<file path="src/rtl/unpack_pkg.sv">
package unpack_pkg;
  localparam int UNPACK_BYTE_W   = 8;
  localparam int UNPACK_LANE_W   = 16;
  localparam int UNPACK_MAX_LANE = 4;

  typedef enum logic {
    ELEM_PAIR = 1'b0,
    ELEM_QUAD = 1'b1
  } elem_count_e;

  typedef enum logic {
    EXT_ZERO = 1'b0,
    EXT_SIGN = 1'b1
  } ext_kind_e;
endpackage

</file>
<file path="src/rtl/lane_mask_decode.sv">
module lane_mask_decode #(
  parameter int MAX_LANES = 4
) (
  input  unpack_pkg::elem_count_e count_sel,
  output logic [MAX_LANES-1:0]    lane_on
);
  localparam int HALF = MAX_LANES / 2;

  for (genvar g = 0; g < MAX_LANES; g++) begin : g_mask
    if (g < HALF) begin : g_low
      assign lane_on[g] = 1'b1;
    end else begin : g_high
      assign lane_on[g] = (count_sel == unpack_pkg::ELEM_QUAD);
    end
  end
endmodule

</file>
<file path="src/rtl/lane_extend.sv">
module lane_extend #(
  parameter int BYTE_W = 8,
  parameter int LANE_W = 16
) (
  input  logic [BYTE_W-1:0]     byte_in,
  input  unpack_pkg::ext_kind_e kind,
  input  logic                  enable,
  output logic [LANE_W-1:0]     lane_out
);
  localparam int FILL_W = LANE_W - BYTE_W;

  logic fill_bit;

  always_comb begin
    fill_bit = (kind == unpack_pkg::EXT_SIGN) && byte_in[BYTE_W-1];
    if (enable) lane_out = {{FILL_W{fill_bit}}, byte_in};
    else        lane_out = '0;
  end
endmodule

</file>
<file path="src/rtl/byte_lane_unpack.sv">
module byte_lane_unpack #(
  parameter int MAX_LANES = unpack_pkg::UNPACK_MAX_LANE,
  parameter int BYTE_W    = unpack_pkg::UNPACK_BYTE_W,
  parameter int LANE_W    = unpack_pkg::UNPACK_LANE_W,
  localparam int IN_W     = MAX_LANES * BYTE_W,
  localparam int OUT_W    = MAX_LANES * LANE_W
) (
  input  logic             in_valid,
  output logic             in_ready,
  input  logic [IN_W-1:0]  in_data,
  input  logic             in_quad,
  input  logic             in_signed,
  output logic             out_valid,
  input  logic             out_ready,
  output logic [OUT_W-1:0] out_data
);
  unpack_pkg::elem_count_e count_sel;
  unpack_pkg::ext_kind_e   kind;
  logic [MAX_LANES-1:0]    lane_on;

  assign count_sel = unpack_pkg::elem_count_e'(in_quad);
  assign kind      = unpack_pkg::ext_kind_e'(in_signed);

  // Handshake passes straight through; no storage in this stage.
  assign out_valid = in_valid;
  assign in_ready  = out_ready;

  lane_mask_decode #(.MAX_LANES(MAX_LANES)) u_mask (
    .count_sel (count_sel),
    .lane_on   (lane_on)
  );

  for (genvar g = 0; g < MAX_LANES; g++) begin : g_lane
    lane_extend #(.BYTE_W(BYTE_W), .LANE_W(LANE_W)) u_ext (
      .byte_in  (in_data[g*BYTE_W +: BYTE_W]),
      .kind     (kind),
      .enable   (lane_on[g]),
      .lane_out (out_data[g*LANE_W +: LANE_W])
    );
  end
endmodule

</file>
<file path="config.mk">
export PLATFORM = sky130hd
export DESIGN_NAME = byte_lane_unpack
export DESIGN_NICKNAME = d
export VERILOG_FILES = /design/src/rtl/unpack_pkg.sv /design/src/rtl/lane_mask_decode.sv /design/src/rtl/lane_extend.sv /design/src/rtl/byte_lane_unpack.sv
export SDC_FILE = /design/constraint.sdc
export NUM_CORES = 1
export LEC_CHECK = 0
export BUFFER_PORTS_ARGS = -buffer_cell sky130_fd_sc_hd__buf_2
export CORE_ASPECT_RATIO = 1.2
export CORE_UTILIZATION = 29
export DETAILED_ROUTE_END_ITERATION = 16
export PLACE_DENSITY = 0.92
export SYNTH_ARGS = -nofsm -noshare
export SYNTH_HDL_FRONTEND = slang
export SYNTH_HIERARCHICAL = 1
export SYNTH_SLANG_ARGS = --single-unit
</file>
<file path="constraint.sdc">
create_clock -name vclk -period 1.4
set_input_delay 0.07 -clock vclk [all_inputs]
set_output_delay 0.07 -clock vclk [all_outputs]
set_load 0.05 [all_outputs]
</file>
==> out/metrics.csv <==
metric,value,unit
status,"complete, no violations",
wl,1370,um
ff_latch_area,0,sq um
via_count,605,
finalWorstPathRequiredPeriod,919,ps
clkbuf_count,0,
place.gp.congestion,0.713,
postCtsSetupRepairBufs,0,
first_global_vias,530,
crit_path_end_kind,primary output,
drt_drc_violations_left,0,
filler_cell_count,189,
post_drt_wl_per_cell,8.87,um
critical_path.cell_chain,"buf_2, and3_1, buf_2",
slowest_stage,sky130_fd_sc_hd__buf_2,
power_density_normalized_to_cell_area,623,nW/um^2
detailedRoute.firstIterationViolations,5,
synth.distinct_cells,4,
crit_type,primary input to primary output,
number_of_primary_i_o_pins,102,
required,1330,ps
global_route_wire_length_before_repair,2050,um
start_util,0.316,
mappedNetlistArea,524,sq um
post_cts_resized,0,
fp.dieArea,1980,sq um
chipWidth,40.8,um
crit_path_end,out_data[56],
holdWs,140,ps
number_of_core_rows,16,
delay_of_the_slowest_cell_on_the_worst_path,300,ps
crit_path_start,in_quad,
globalRoute.totalOverflow,0,
num_antenna_cells,0,
hold_removal_path_class,primary input to primary output,
grt_max_degree,19,
mean_instance_size_in_the_synthesized_netlist,7.38,sq um
cts-hold-fix-buffers,0,
dr.pass1.iters,4,
yosysWarnings,6,
grt_antenna_before_repair,0,
setup_repair_after_global_routing_missed_its_margin,false,
ant_nets,0,
die_h,48.6,um
post_route_cells_drive_above_1_share,0.956,
final_nets,174,
port_buffers,98,
total_leakage_power,0.589,nW
syn_inst,71,
maxCapViolations,0,
achievable-frequency,1090,MHz
layout_worst_path_cycle_share,0.657,
design.seq.count,0,
timing.final.setup_violations,0,
via_count_normalized_by_instance_count,3.93,
ir_drop_worst_case_vdd,0.271,mV
synthToLayoutAreaGrowth,49.9,%
ys_seq_area_frac,0,
timing.critical_path.mode_cell,sky130_fd_sc_hd__buf_2,
setup.worst_path.start_class,primary input,
worstPathMaxFanout,18,
finalHoldViolations,0,
worst-endpoint-arrival,850,ps
fp.coreArea,1660,sq um
finalMaxSlewViolations,0,
track_usage,0.133,
setup_total_negative_slack,0,ps
==> critical path, delay by kind of cell <==
kind | cells | cell delay [ps]
AND/OR/NAND/NOR | 1 | 280
buffers and inverters | 2 | 500
==> through the flow <==
stage | power (mW) | std cells | area, sq um | setup slack [ps] | util
finish | 0.490 | 154 | 786 | 481 | 0.473
global placement | 0.487 | 154 | 786 | 472 | 0.473
detailed placement | 0.491 | 154 | 786 | 469 | 0.473
floorplan | 0.436 | 72 | 528 | 274 | -
CTS | 0.491 | 154 | 786 | 466 | 0.473
global route | 0.513 | 154 | 786 | 354 | 0.473
==> per-layer routing <==
metal | vias up | global-route usage | share of wire
met5 | - | 0 | 0
met4 | 0 | 0.00556 | 0
met3 | 0 | 0 | 0.085
met2 | 45 | 0.263 | 0.56
met1 | 247 | 0.149 | 0.35
li1 | 313 | - | -
==> report_power, final <==
group          leakage (nW)  switching [mW]  internal [mW]
Clock                     0               0              0
Sequential                0               0              0
Combinational         0.589           0.367          0.123
==> area by class of cell <==
cell class | count | area [sq um] | share of cell area
timing repair buffer | 98 | 490 | 0.624
tap | 18 | 22.5 | 0.0287
multi-input combinational | 38 | 273 | 0.347
==> cells in the mapped netlist <==
| cell type | instances | area [sq um] |
|---|---|---|
| sky130_fd_sc_hd__conb_1 | 1 | 3.75 |
| sky130_fd_sc_hd__buf_4 | 34 | 255 |
| sky130_fd_sc_hd__and3_1 | 4 | 25.0 |
| sky130_fd_sc_hd__and2_2 | 32 | 240 |
==> placed cells by master, fill, tap and decap left out <==
| cell | n |
|---|---|
| sky130_fd_sc_hd__and2_2 | 32 |
| sky130_fd_sc_hd__and3_1 | 4 |
| sky130_fd_sc_hd__buf_2 | 98 |
| sky130_fd_sc_hd__conb_1 | 2 |
==> cells by family (layout without fill, tap and decap cells) <==
family / Yosys count / after routing / share of synthesized area
AND/OR/NAND/NOR: 36 / 36 / 0.506
buffers and inverters: 34 / 98 / 0.487
other: 1 / 2 / 0.00715
==> how the worst min path moves through the flow <==
stage               from        end  slack, ps  depth (start not counted)
2_1_floorplan  out_ready   in_ready        310                          1
3_3_place_gp    in_valid  out_valid        140                          0
3_5_place_dp    in_valid  out_valid        140                          0
4_1_cts         in_valid  out_valid        140                          0
5_1_grt         in_valid  out_valid        140                          0
6_report        in_valid  out_valid        140                          0
No activity file was read; power rests on OpenSTA's default activity.
